--- config.mk ---
export PLATFORM = sky130hd
export DESIGN_NAME = irq_ctrl_top
export DESIGN_NICKNAME = d
export VERILOG_FILES = /design/src/rtl/irqc_pkg.sv /design/src/rtl/irqc_edge_sync.sv /design/src/rtl/irqc_io_port.sv /design/src/rtl/irqc_state.sv /design/src/rtl/irqc_arbiter.sv /design/src/rtl/irq_ctrl_top.sv
export SDC_FILE = /design/constraint.sdc
export NUM_CORES = 1
export LEC_CHECK = 0
export BUFFER_PORTS_ARGS = -buffer_cell sky130_fd_sc_hd__buf_2
export CORE_MARGIN = 2
export CORE_UTILIZATION = 45
export CTS_CLUSTER_DIAMETER = 50
export DETAILED_ROUTE_END_ITERATION = 10
export PLACE_DENSITY = 0.77
export SLEW_MARGIN = 10
export SYNTH_ARGS = -nofsm -noshare
export SYNTH_HDL_FRONTEND = slang
export SYNTH_SLANG_ARGS = --single-unit
--- constraint.sdc ---
create_clock -name clk -period 2.3 [get_ports clk]
set_input_delay 0.115 -clock clk [delete_from_list [all_inputs] [get_ports clk]]
set_output_delay 0.115 -clock clk [all_outputs]
set_load 0.03 [all_outputs]
--- src/rtl/irqc_pkg.sv ---
package irqc_pkg;

    localparam int NLINES = 8;
    localparam int IDXW   = $clog2(NLINES);

    typedef logic [NLINES-1:0] lines_t;
    typedef logic [7:0]        byte_t;

    typedef enum logic {
        PORT_CMD  = 1'b0,
        PORT_MASK = 1'b1
    } port_e;

    typedef struct packed {
        logic            valid;
        logic [IDXW-1:0] idx;
    } pick_t;

    // Lowest-numbered set bit; the lowest number has the highest priority.
    function automatic pick_t pick_lowest(lines_t v);
        pick_t p;
        p = '0;
        for (int i = NLINES - 1; i >= 0; i--) begin
            if (v[i]) begin
                p.valid = 1'b1;
                p.idx   = IDXW'(i);
            end
        end
        return p;
    endfunction

    // One-hot of the lowest-numbered set bit (all zero if none).
    function automatic lines_t lowest_onehot(lines_t v);
        return v & (~v + lines_t'(1));
    endfunction

    // Lines allowed to interrupt beside the current in-service set.
    function automatic lines_t allowed_lines(pick_t top);
        lines_t a;
        for (int i = 0; i < NLINES; i++) begin
            a[i] = !top.valid || (i < int'(top.idx));
        end
        return a;
    endfunction

endpackage

--- src/rtl/irqc_edge_sync.sv ---
module irqc_edge_sync
    import irqc_pkg::*;
#(
    parameter int SYNC_STAGES = 2
) (
    input  logic   clk,
    input  logic   rst,
    input  lines_t req_i,
    output lines_t rise_o
);

    localparam int CHAIN = SYNC_STAGES + 1;

    for (genvar g = 0; g < NLINES; g++) begin : g_line
        logic [CHAIN-1:0] chain_q;

        always_ff @(posedge clk) begin
            if (rst) begin
                chain_q <= '0;
            end else begin
                chain_q <= {chain_q[CHAIN-2:0], req_i[g]};
            end
        end

        // Synchronised level is chain_q[SYNC_STAGES-1]; the extra flop holds its previous value.
        assign rise_o[g] = chain_q[SYNC_STAGES-1] & ~chain_q[SYNC_STAGES];
    end

endmodule

--- src/rtl/irqc_io_port.sv ---
module irqc_io_port
    import irqc_pkg::*;
(
    input  logic   clk,
    input  logic   rst,
    input  logic   io_wr,
    input  logic   io_addr,
    input  byte_t  io_wdata,
    output byte_t  io_rdata,
    output lines_t mask_o,
    output logic   eoi_o
);

    port_e  sel;
    lines_t mask_q;

    assign sel = port_e'(io_addr);

    always_ff @(posedge clk) begin
        if (rst) begin
            mask_q <= '1;
        end else if (io_wr && sel == PORT_MASK) begin
            mask_q <= lines_t'(io_wdata);
        end
    end

    assign mask_o   = mask_q;
    assign eoi_o    = io_wr && (sel == PORT_CMD);
    assign io_rdata = (sel == PORT_MASK) ? byte_t'(mask_q) : '0;

    assert_mask_reset_R1: assert property (@(posedge clk)
        $past(rst) |-> mask_q == '1);

    assert_mask_write_R2: assert property (@(posedge clk) disable iff (rst)
        (io_wr && io_addr) |=> mask_q == lines_t'($past(io_wdata)));

    assert_mask_hold_R2: assert property (@(posedge clk) disable iff (rst)
        !io_wr |=> $stable(mask_q));

endmodule

--- src/rtl/irqc_state.sv ---
module irqc_state
    import irqc_pkg::*;
(
    input  logic            clk,
    input  logic            rst,
    input  lines_t          rise_i,
    input  logic            take_i,
    input  logic [IDXW-1:0] take_idx_i,
    input  logic            eoi_i,
    output lines_t          pend_o,
    output lines_t          isr_o
);

    lines_t pend_q, isr_q;
    lines_t pend_d, isr_d;

    always_comb begin
        pend_d = pend_q;
        if (take_i) begin
            pend_d[take_idx_i] = 1'b0;
        end
        // A fresh edge wins over the clear of the line being acknowledged.
        pend_d = pend_d | rise_i;
    end

    always_comb begin
        isr_d = isr_q;
        if (eoi_i) begin
            isr_d = isr_d & ~lowest_onehot(isr_q);
        end
        if (take_i) begin
            isr_d[take_idx_i] = 1'b1;
        end
    end

    always_ff @(posedge clk) begin
        if (rst) begin
            pend_q <= '0;
            isr_q  <= '0;
        end else begin
            pend_q <= pend_d;
            isr_q  <= isr_d;
        end
    end

    assign pend_o = pend_q;
    assign isr_o  = isr_q;

    for (genvar g = 0; g < NLINES; g++) begin : g_chk
        assert_rise_latched_R3: assert property (@(posedge clk) disable iff (rst)
            rise_i[g] |=> pend_q[g]);
    end

    assert_take_marks_R6: assert property (@(posedge clk) disable iff (rst)
        take_i |=> isr_q[$past(take_idx_i)]);

    assert_isr_grows_by_one_R6: assert property (@(posedge clk) disable iff (rst)
        1'b1 |=> $countones(isr_q) <= $countones($past(isr_q)) + 1);

    assert_eoi_retires_one_R8: assert property (@(posedge clk) disable iff (rst)
        (eoi_i && !take_i && isr_q != '0) |=> $countones(isr_q) + 1 == $countones($past(isr_q)));

endmodule

--- src/rtl/irqc_arbiter.sv ---
module irqc_arbiter
    import irqc_pkg::*;
(
    input  lines_t pend_i,
    input  lines_t mask_i,
    input  lines_t isr_i,
    output pick_t  pick_o
);

    pick_t  top_isr;
    lines_t eligible;

    always_comb begin
        top_isr  = pick_lowest(isr_i);
        eligible = pend_i & ~mask_i & allowed_lines(top_isr);
        pick_o   = pick_lowest(eligible);
    end

endmodule

--- src/rtl/irq_ctrl_top.sv ---
module irq_ctrl_top
    import irqc_pkg::*;
#(
    parameter int VEC_BASE     = 8,
    parameter bit CASCADE_EN   = 1'b1,
    parameter int CASCADE_LINE = 2,
    parameter int SYNC_STAGES  = 2
) (
    input  logic       clk,
    input  logic       rst,
    input  logic [7:0] req_i,
    input  logic       io_wr,
    input  logic       io_addr,
    input  logic [7:0] io_wdata,
    output logic [7:0] io_rdata,
    input  logic       ack_i,
    output logic       int_o,
    output logic [7:0] vec_o,
    input  logic [7:0] slave_vec_i,
    output logic       slave_ack_o
);

    localparam logic [IDXW-1:0] CASC_IDX = IDXW'(CASCADE_LINE);
    localparam byte_t           BASE_V   = byte_t'(VEC_BASE);

    lines_t rise, mask, pend, isr;
    logic   eoi, take;
    pick_t  pick;
    byte_t  own_vec;

    irqc_edge_sync #(.SYNC_STAGES(SYNC_STAGES)) u_sync (
        .clk    (clk),
        .rst    (rst),
        .req_i  (lines_t'(req_i)),
        .rise_o (rise)
    );

    irqc_io_port u_port (
        .clk      (clk),
        .rst      (rst),
        .io_wr    (io_wr),
        .io_addr  (io_addr),
        .io_wdata (io_wdata),
        .io_rdata (io_rdata),
        .mask_o   (mask),
        .eoi_o    (eoi)
    );

    irqc_arbiter u_arb (
        .pend_i (pend),
        .mask_i (mask),
        .isr_i  (isr),
        .pick_o (pick)
    );

    irqc_state u_state (
        .clk        (clk),
        .rst        (rst),
        .rise_i     (rise),
        .take_i     (take),
        .take_idx_i (pick.idx),
        .eoi_i      (eoi),
        .pend_o     (pend),
        .isr_o      (isr)
    );

    assign int_o   = pick.valid;
    assign take    = ack_i && pick.valid;
    assign own_vec = BASE_V + byte_t'(pick.idx);

    if (CASCADE_EN) begin : g_casc
        logic is_casc;
        assign is_casc     = pick.idx == CASC_IDX;
        assign vec_o       = is_casc ? slave_vec_i : own_vec;
        assign slave_ack_o = take && is_casc;
    end else begin : g_nocasc
        logic unused_slave;
        assign unused_slave = ^slave_vec_i;
        assign vec_o        = own_vec;
        assign slave_ack_o  = 1'b0;
    end

    assert_int_needs_unmasked_R4: assert property (@(posedge clk) disable iff (rst)
        int_o |-> (pend & ~mask) != '0);

    assert_stray_ack_R11: assert property (@(posedge clk) disable iff (rst)
        (ack_i && !int_o && !eoi) |=> $stable(isr));

    assert_slave_ack_gated_R9: assert property (@(posedge clk) disable iff (rst)
        slave_ack_o |-> (ack_i && int_o));

    assert_reset_quiet_R1: assert property (@(posedge clk)
        $past(rst) |-> !int_o);

endmodule

==> impl_metrics.py, run 1 <==
metrics = {
    "pwr": {
        "leakagePower_nw": 1.14,
        "power.total_mw": 1.76,
        "power_per_cell_area_nw_per_um2": 648,
        "vdd_drop_max_mv": 0.472,
    },
    "place": {
        "dp_hpwl_mm": 3.42,
        "port_buffers": 46,
        "place_worst_setup_slack_ns": 0.179,
        "place_congestion": 0.918,
    },
    "cts": {
        "cts_buffers": 5,
        "path_clk_slew_ns": 0.09,
        "clock_sinks": 48,
        "clk_path_buf_depth": 2,
        "clockRootBuffer": "clkbuf_8",
        "cts_tree": "yes",
        "insertion_delay_ns": 0.30,
        "h-tree-depth": 2,
        "cts_hold_buf": 0,
    },
    "outcome": {
        "outcome": "finished clean",
    },
    "final_layout": {
        "n_antenna_cell": 0,
        "seq_area_sq_um": 980,
        "final_nets": 315,
        "drive_gt1_frac": 0.324,
        "area_delta_synth_final_pct": 25.9,
        "multi_input_area_sq_um": 1230,
        "nFillCells": 403,
    },
    "grt": {
        "antenna_found_initial": 0,
        "grt_max_degree": 32,
        "grt_util_all_layers": 0.192,
        "globalRoute.totalOverflow": 0,
        "grt_pass1_vias": 1632,
        "grt_pass1_wl_mm": 7.86,
    },
    "timing": {
        "tightest_slew_ns": 0.604,
        "max_freq_ghz": 0.441,
        "period_share": 0.985,
        "layout_min_cycle_time_ns": 2.27,
        "finalSetupViolations": 0,
        "whs_ns": 0.0233,
        "relSlewSlack": 0.597,
        "layout_setup_ws_ns": 0.0339,
        "rsz0062_at_grt": "yes",
        "finClkSkew_ns": 0.00831,
        "final_max_slew_viol_count": 0,
        "hold_violations": 0,
        "fin_setup_tns_ns": 0,
    },
    "synth": {
        "synth.most_common_cell": "dfxtp_1",
        "ys_seq_area_frac": 0.446,
        "synth-seq-cells": 48,
        "ys.flop_type": "dfxtp_1",
        "synth.cells.most_frequent": "48 x dfxtp_1, 37 x nor2b_1, 25 x nand3_1",
        "async_flop_share": 0,
        "avgSynthCellArea_sq_um": 9.02,
        "syn_area_sq_um": 2160,
        "synth_edf_count": 0,
        "synth_cell_types": 48,
        "synth_area_leader_cell": "dfxtp_1",
        "synth_nets": 268,
        "ys.warnings.count": 0,
        "synth_cells": 239,
        "synth_top_area_share": 0.446,
        "synthTopCellsByArea": "dfxtp_1 45%, nor2b_1 11%, nand3_1 5.8%",
    },
    "route": {
        "via_per_inst": 5.49,
        "drt_iter0_drc": 136,
        "first_pass_iters": 4,
        "wl_per_cell_um": 14.7,
        "highest_layer": "met4",
        "wl_met1_mm": 2.20,
        "drc": 0,
        "wl_met3_um": 261,
        "met2_length_mm": 2.43,
        "num_vias": 1872,
        "routed_wl_mm": 5.01,
        "antenna_left": 0,
    },
    "worst_setup_path": {
        "required_ns": 2.18,
        "end_kind": "output pin",
        "crit_chain": "nor4b_4 > o2111a_2 > o31ai_4 > or3_4 > a221oi_2 > buf_4",
        "cp.arrival_ns": 2.15,
        "crit_type": "reg -> out",
        "cpMaxStageDelayCell": "dfxtp_4",
        "path_delay_family": "simple AND/OR/NAND/NOR gates",
        "max_stage_delay_ns": 0.39,
        "path_buf_inv": 1,
        "cp_max_fo": 6,
        "worst_setup_path_start_kind": "flip-flop",
    },
    "die": {
        "coreArea_sq_um": 4660,
        "die_h_um": 73.2,
        "dieArea_sq_um": 5360,
        "pin_count": 47,
        "start_util": 0.463,
        "num_rows": 25,
        "die_w_um": 73.2,
    },
    "hold_path": {
        "hold_class": "in -> reg",
    },
    "job": {
        "max_cap_violations": 0,
    },
}
==> per-layer routing <==
metal	vias up	track usage
li1	937	-
met1	878	0.259
met2	47	0.297
met3	10	0.0442
met4	0	0.0700
met5	-	0
==> power breakdown <==
group	total [mW]	internal, mW	switching [mW]
clock network	0.648	0.383	0.265
logic	0.226	0.0938	0.132
registers	0.884	0.861	0.0231
==> logic make-up after synthesis <==
kind of cell,synth area share
and+or+nand+nor,0.328
DFF,0.446
AOI/OAI and AO/OA,0.182
buffers and inverters,0.0441
==> cell type report <==
cell class | count | area share
multi-input cells | 174 | 0.453
flip-flops and latches | 48 | 0.361
repair buffers | 52 | 0.108
clock buffers | 7 | 0.0355
well taps | 54 | 0.0249
clock inverters | 1 | 0.0111
inverters | 5 | 0.00691
==> final timing paths <==
check                                                            start                                endpoint  cells past startpoint  slack [ns]
worst min-delay path                                          req_i[1]  u_sync.g_line[1].chain_q[0]$_SDFF_PP0_                      2        0.02
worst max-delay path                       u_state.isr_o[6]$_SDFF_PP0_                                vec_o[1]                      6        0.03
worst max register to register             u_state.isr_o[2]$_SDFF_PP0_             u_state.isr_o[5]$_SDFF_PP0_                      6        0.35
worst min register to register  u_sync.g_line[1].chain_q[0]$_SDFF_PP0_  u_sync.g_line[1].chain_q[1]$_SDFF_PP0_                      1        0.44
==> placed cells by master, fill, tap and decap left out, types with 3 or more instances in the layout <==
cell type	n
a21oi_1	8
clkbuf_8	7
buf_2	39
o21ai_0	7
a31oi_1	3
nand2b_1	4
nand3b_1	3
dfxtp_2	3
dfxtp_4	4
a21oi_4	3
dfxtp_1	41
inv_1	5
nand3_1	25
nand2_1	18
buf_4	13
nor2b_1	37
and2_1	8
nor2_1	10
and3_1	6
==> sequential cells by signal, indices dropped and copies added (netlist names) <==
register               count
u_state.pend_o             8
u_state.isr_o              8
u_sync.g_line.chain_q     24
u_port.mask_o              8
==> per-stage QoR <==
stage               cell area, sq um  instances   util
floorplan                       2160        239      -
global placement                2400        329  0.515
detailed placement              2400        329  0.515
CTS                             2590        338  0.556
global route                    2720        341  0.583
finish                          2720        341  0.583
==> worst reg2reg max path: stages, from the launching register on <==
cell	delay [ns]
dfxtp_2	0.39
nor3_1	0.37
nand2_1	0.17
nor3_4	0.33
a21oi_4	0.12
buf_4	0.19
o32ai_1	0.29
==> repair_timing <==
| item | CTS | global route |
|---|---|---|
| pin swaps | 5 | 10 |
| endpoints found under the setup margin | 7 | 9 |
| cloned | 0 | 1 |
| buffers inserted | 1 | 2 |
| hold endpoints to repair | 0 | 0 |
| gates resized for setup | 20 | 21 |
(Power assumes the default switching activity.)
==> run 2: changes to the inputs <==
--- a/config.mk
+++ b/config.mk
@@ -11,6 +11,7 @@
 export CTS_CLUSTER_DIAMETER = 50
 export DETAILED_ROUTE_END_ITERATION = 10
 export PLACE_DENSITY = 0.77
+export REMOVE_ABC_BUFFERS = 1
 export SLEW_MARGIN = 10
 export SYNTH_ARGS = -nofsm -noshare
 export SYNTH_HDL_FRONTEND = slang
==> impl_metrics.py, run 2 (synthesized netlist as in run 1, its figures left out) <==
metrics = {
    "worst_setup_path": {
        "cp.arrival_ns": 2.11,
        "path_buf_inv": 1,
        "crit_type": "reg -> out",
        "cp_max_fo": 8,
        "cpMaxStageDelayCell": "or3_4",
        "path_delay_family": "simple AND/OR/NAND/NOR gates",
        "max_stage_delay_ns": 0.41,
        "crit_chain": "or3_4 > o32ai_4 > nor3_4 > a21oi_4 > and3_4 > buf_6",
        "end_kind": "output pin",
        "worst_setup_path_start_kind": "flip-flop",
        "required_ns": 2.18,
    },
    "grt": {
        "grt_pass1_vias": 1709,
        "globalRoute.totalOverflow": 0,
        "grt_util_all_layers": 0.188,
        "grt_pass1_wl_mm": 7.82,
        "grt_max_degree": 32,
        "antenna_found_initial": 0,
    },
    "cts": {
        "clock_sinks": 48,
        "h-tree-depth": 2,
        "cts_hold_buf": 0,
        "clk_path_buf_depth": 2,
        "insertion_delay_ns": 0.30,
        "path_clk_slew_ns": 0.09,
        "cts_tree": "yes",
        "cts_buffers": 5,
        "clockRootBuffer": "clkbuf_8",
    },
    "route": {
        "via_per_inst": 5.41,
        "num_vias": 1867,
        "drt_iter0_drc": 65,
        "drc": 0,
        "wl_per_cell_um": 13.9,
        "antenna_left": 0,
        "routed_wl_mm": 4.78,
        "first_pass_iters": 4,
    },
    "die": {
        "die_h_um": 73.2,
        "pin_count": 47,
        "die_w_um": 73.2,
        "coreArea_sq_um": 4660,
        "num_rows": 25,
        "dieArea_sq_um": 5360,
        "start_util": 0.463,
    },
    "place": {
        "dp_hpwl_mm": 3.37,
        "placedCellCount": 330,
        "place_worst_setup_slack_ns": 0.207,
        "place_congestion": 0.924,
        "port_buffers": 46,
    },
    "final_layout": {
        "final_cell_mix": "42 x buf_2, 41 x dfxtp_1, 37 x nor2b_1",
        "final_common_cell": "buf_2",
        "drive_gt1_frac": 0.330,
        "area_delta_synth_final_pct": 25.6,
        "n_antenna_cell": 0,
        "largest_reg_flops": 24,
        "fin_util": 0.581,
        "final_nets": 319,
        "regMostFlops": "u_sync.g_line.chain_q",
        "post_layout_nonfiller_instances": 345,
    },
    "pwr": {
        "leakagePower_nw": 1.13,
        "vdd_drop_max_mv": 0.405,
        "power_per_cell_area_nw_per_um2": 629,
    },
    "timing": {
        "max_freq_ghz": 0.450,
        "final_max_slew_viol_count": 0,
        "hold_violations": 0,
        "rsz0062_at_grt": "yes",
        "tightest_slew_ns": 0.636,
        "fin_setup_tns_ns": 0,
        "finClkSkew_ns": 0.00529,
        "layout_setup_ws_ns": 0.0776,
        "layout_min_cycle_time_ns": 2.22,
        "finalSetupViolations": 0,
        "period_share": 0.966,
        "relSlewSlack": 0.575,
    },
    "hold_path": {
        "hold_class": "in -> reg",
    },
    "outcome": {
        "outcome": "finished clean",
    },
    "job": {
        "max_cap_violations": 0,
    },
}
[run 2: worst paths after layout]
kind	slack (ns)	startpoint	end	cells after the start
worst max-delay path	0.08	u_state.isr_o[2]$_SDFF_PP0_	vec_o[4]	6
worst min-delay path	0.02	req_i[1]	u_sync.g_line[1].chain_q[0]$_SDFF_PP0_	2
worst max register to register	0.29	u_state.isr_o[2]$_SDFF_PP0_	u_state.isr_o[7]$_SDFF_PP0_	6
worst min register to register	0.44	u_sync.g_line[0].chain_q[0]$_SDFF_PP0_	u_sync.g_line[0].chain_q[1]$_SDFF_PP0_	1
[run 2: metal layers]
metal,vias up,routed length (um),part of all wire,GRT usage
met5,-,0,0,0
met4,0,65,0.014,0.0720
met3,6,238,0.050,0.0331
met2,59,2110,0.44,0.286
met1,860,2370,0.49,0.265
li1,942,-,-,-
[run 2: cell type report]
type,instances,area [sq um]
Tap cell,54,67.6
Clock inverter,2,35.0
Inverter,5,18.8
Sequential cell,48,980
Clock buffer,6,72.6
Fill cell,418,1950
Timing Repair Buffer,56,319
Multi-Input combinational cell,174,1210
[run 2: worst reg2reg max path, stage by stage, from the launching register on]
cell and delay, ns:
dfxtp_4 0.39, or3_4 0.41, o32ai_4 0.35, nor3_4 0.12
buf_4 0.16, a21o_4 0.25, a22o_2 0.24
[run 2: power breakdown]
| part | leakage (nW) | total (mW) | switching (mW) | internal, mW |
|---|---|---|---|---|
| clock | 0.0552 | 0.591 | 0.268 | 0.323 |
| combinational | 0.679 | 0.229 | 0.132 | 0.0968 |
| sequential | 0.399 | 0.883 | 0.0218 | 0.862 |
[run 2: per-stage QoR]
| step | cell area (sq um) | power (mW) | hold WS, ns |
|---|---|---|---|
| finish | 2710 | 1.70 | 0.0222 |
| global route | 2710 | 1.77 | 0.0217 |
| detailed placement | 2410 | 1.12 | 0.328 |
| global placement | 2410 | 1.11 | 0.321 |
| CTS | 2550 | 1.70 | 0.0192 |
| floorplan | 2080 | 1.03 | 0.183 |
[run 2: timing repair]
action                     CTS  global route
setup endpoints to repair    7            10
gates resized for setup      7            34
gates cloned                 1             0
setup buffers                1             5
pin swaps                    1            12
==> run 3: changes to the inputs <==
--- a/config.mk
+++ b/config.mk
@@ -12,7 +12,9 @@
 export DETAILED_ROUTE_END_ITERATION = 10
 export PLACE_DENSITY = 0.77
 export REMOVE_ABC_BUFFERS = 1
+export SETUP_SLACK_MARGIN = 0.3
 export SLEW_MARGIN = 10
 export SYNTH_ARGS = -nofsm -noshare
 export SYNTH_HDL_FRONTEND = slang
+export SYNTH_HIERARCHICAL = 1
 export SYNTH_SLANG_ARGS = --single-unit
==> impl_metrics.py, run 3 <==
metrics = {
    "outcome": {
        "violations": "setup timing",
        "outcome": "complete, but fails checks",
    },
    "timing": {
        "finClkSkew_ns": 0.00668,
        "hold_violations": 0,
        "final_max_slew_viol_count": 0,
        "period_share": 1.23,
        "relSlewSlack": 0.559,
        "fin_setup_tns_ns": -9.21,
        "max_freq_ghz": 0.353,
        "tightest_slew_ns": 0.661,
        "layout_min_cycle_time_ns": 2.84,
        "rsz0062_at_grt": "yes",
        "finalSetupViolations": 25,
        "layout_setup_ws_ns": -0.535,
    },
    "synth": {
        "syn_area_sq_um": 2080,
        "ys.flop_type": "dfxtp_1",
        "synth_edf_count": 0,
        "synth.most_common_cell": "dfxtp_1",
        "avgSynthCellArea_sq_um": 10.1,
        "synth_top_area_share": 0.463,
        "synth_cells": 206,
        "ys_seq_area_frac": 0.463,
        "async_flop_share": 0,
        "synthTopCellsByArea": "dfxtp_1 46%, nor2b_2 5.9%, nor2b_1 5.4%",
        "synth_cell_types": 46,
        "synth.cells.most_frequent": "48 x dfxtp_1, 20 x a21oi_1, 18 x nor2b_1",
        "ys.warnings.count": 6,
        "synth-seq-cells": 48,
        "synth_area_leader_cell": "dfxtp_1",
    },
    "place": {
        "place_congestion": 0.865,
        "place_area_sq_um": 2520,
        "port_buffers": 46,
        "dp_hpwl_mm": 3.23,
        "placedCellCount": 323,
    },
    "pwr": {
        "p_comb_frac": 0.150,
        "swShare": 0.241,
        "clockPowerShare": 0.386,
        "power_per_cell_area_nw_per_um2": 652,
        "vdd_drop_max_mv": 0.437,
        "leakagePower_nw": 1.28,
        "power.switching_mw": 0.460,
        "p_int_mw": 1.45,
        "p_seq_frac": 0.464,
    },
    "final_layout": {
        "area_delta_synth_final_pct": 40.8,
        "largest_reg_flops": 24,
        "nFillCells": 338,
        "final_cell_area_sq_um": 2920,
        "final_common_cell": "dfxtp_1",
        "post_layout_nonfiller_instances": 340,
        "drive_gt1_frac": 0.535,
        "final_cell_mix": "46 x dfxtp_1, 36 x buf_2, 28 x buf_4",
        "final_nets": 316,
        "n_antenna_cell": 0,
        "regMostFlops": "u_sync/g_line.chain_q",
    },
    "cts": {
        "path_clk_slew_ns": 0.09,
        "cts_tree": "yes",
        "h-tree-depth": 2,
        "clock_sinks": 48,
        "cts_buffers": 5,
        "cts_hold_buf": 0,
        "clockRootBuffer": "clkbuf_8",
        "insertion_delay_ns": 0.31,
        "clk_path_buf_depth": 2,
    },
    "die": {
        "start_util": 0.473,
        "pin_count": 47,
        "die_w_um": 71.9,
        "coreArea_sq_um": 4380,
        "dieArea_sq_um": 5170,
        "num_rows": 24,
        "die_h_um": 71.9,
    },
    "worst_setup_path": {
        "cp_max_fo": 6,
        "crit_chain": "buf_4 > nor2_2 > buf_4 > nand2_1 > or4_4 > a21oi_2 > buf_4 > nor3b_4 > and2_4 > buf_6",
        "worst_setup_path_start_kind": "flip-flop",
        "crit_type": "reg -> out",
        "cpMaxStageDelayCell": "or4_4",
        "required_ns": 2.18,
        "end_kind": "output pin",
        "max_stage_delay_ns": 0.57,
        "cp.arrival_ns": 2.72,
        "cpMostUsedCell": "buf_4",
    },
    "grt": {
        "grt_util_all_layers": 0.190,
        "grt_pass1_wl_mm": 7.60,
        "grt_pass1_vias": 1657,
        "antenna_found_initial": 0,
        "globalRoute.totalOverflow": 0,
        "grt_max_degree": 34,
    },
    "route": {
        "wl_per_cell_um": 15.3,
        "wl_met1_mm": 2.19,
        "first_pass_iters": 4,
        "drt_iter0_drc": 85,
        "antenna_left": 0,
        "wl_met3_um": 208,
        "routed_wl_mm": 5.19,
        "met2_length_mm": 2.73,
        "num_vias": 1803,
        "drc": 0,
        "via_per_inst": 5.30,
        "highest_layer": "met4",
    },
    "hold_path": {
        "hold_class": "in -> reg",
    },
    "job": {
        "max_cap_violations": 0,
    },
}
## run 3: cell count changes after synthesis, sizes merged, moves of 4 or more
cell,before,now
a211o,0,8
a21oi,10,20
a31oi,4,0
and2,8,14
and2b,1,6
clkbuf,10,1
nand2,18,5
nand3,25,0
nand4b,0,4
nor2b,37,32
o21ai,9,4
## run 3: layer usage
| metal | up-vias | track usage |
|---|---|---|
| li1 | 889 | - |
| met1 | 868 | 0.241 |
| met2 | 40 | 0.320 |
| met3 | 6 | 0.0528 |
| met4 | 0 | 0.0503 |
| met5 | - | 0 |
## run 3: cell type report
type | count | area, sq um | area share
tap | 52 | 65.1 | 0.0223
timing repair buffer | 79 | 559 | 0.191
clock buffer | 5 | 68.8 | 0.0235
multi-input combinational | 149 | 1180 | 0.405
inverter | 4 | 15.0 | 0.00514
sequential | 48 | 963 | 0.330
clock inverter | 3 | 68.8 | 0.0235
## run 3: stage by stage
step	hold WS (ns)	setup WS, ns	utilization	total power, mW
final	0.0125	-0.535	0.667	1.91
after CTS	0.0139	-0.422	0.626	1.87
after detailed placement	0.329	-0.294	0.574	1.13
after floorplan	0.181	-0.600	-	1.04
after global placement	0.323	-0.221	0.574	1.13
after global routing	0.0108	-0.638	0.667	1.98
## run 3: cells by family after synthesis
| family | Yosys count | synth area share |
|---|---|---|
| flops | 48 | 0.463 |
| simple gates | 105 | 0.365 |
| buf+inv | 9 | 0.0271 |
| compound gates | 44 | 0.145 |
## run 3: power by group through the flow
stage / Combinational, mW / Sequential [mW] / Clock [mW]
after floorplan: 0.138 / 0.898 / 0
after global placement: 0.228 / 0.901 / 0
after detailed placement: 0.232 / 0.903 / 0
after CTS: 0.249 / 0.884 / 0.738
after global routing: 0.306 / 0.889 / 0.782
final: 0.285 / 0.885 / 0.736
## run 3: path summary, 6_finish.rpt
path	start	slack [ns]	cells after the start	endpoint
setup / recovery	u_state/isr_o[2]$_SDFF_PP0_	-0.54	10	slave_ack_o
hold / removal	req_i[6]	0.01	2	u_sync/g_line[6].chain_q[0]$_SDFF_PP0_
setup reg to reg	u_port/mask_o[7]$_SDFFE_PP1P_	-0.44	9	u_state/pend_o[0]$_SDFF_PP0_
hold reg to reg	u_sync/g_line[3].chain_q[0]$_SDFF_PP0_	0.44	1	u_sync/g_line[3].chain_q[1]$_SDFF_PP0_
## run 3: repair_timing
action,CTS,global route
gates resized for setup,20,31
endpoints found under the setup margin,26,26
pin swaps,14,9
buffers inserted,4,5
## run 3: critical path, delay by kind of cell (launching register included)
kind,cells,cell delay [ns]
and+or+nand+nor,5,1.36
DFF,1,0.33
buffers and inverters,4,0.56
AOI/OAI and AO/OA,1,0.17
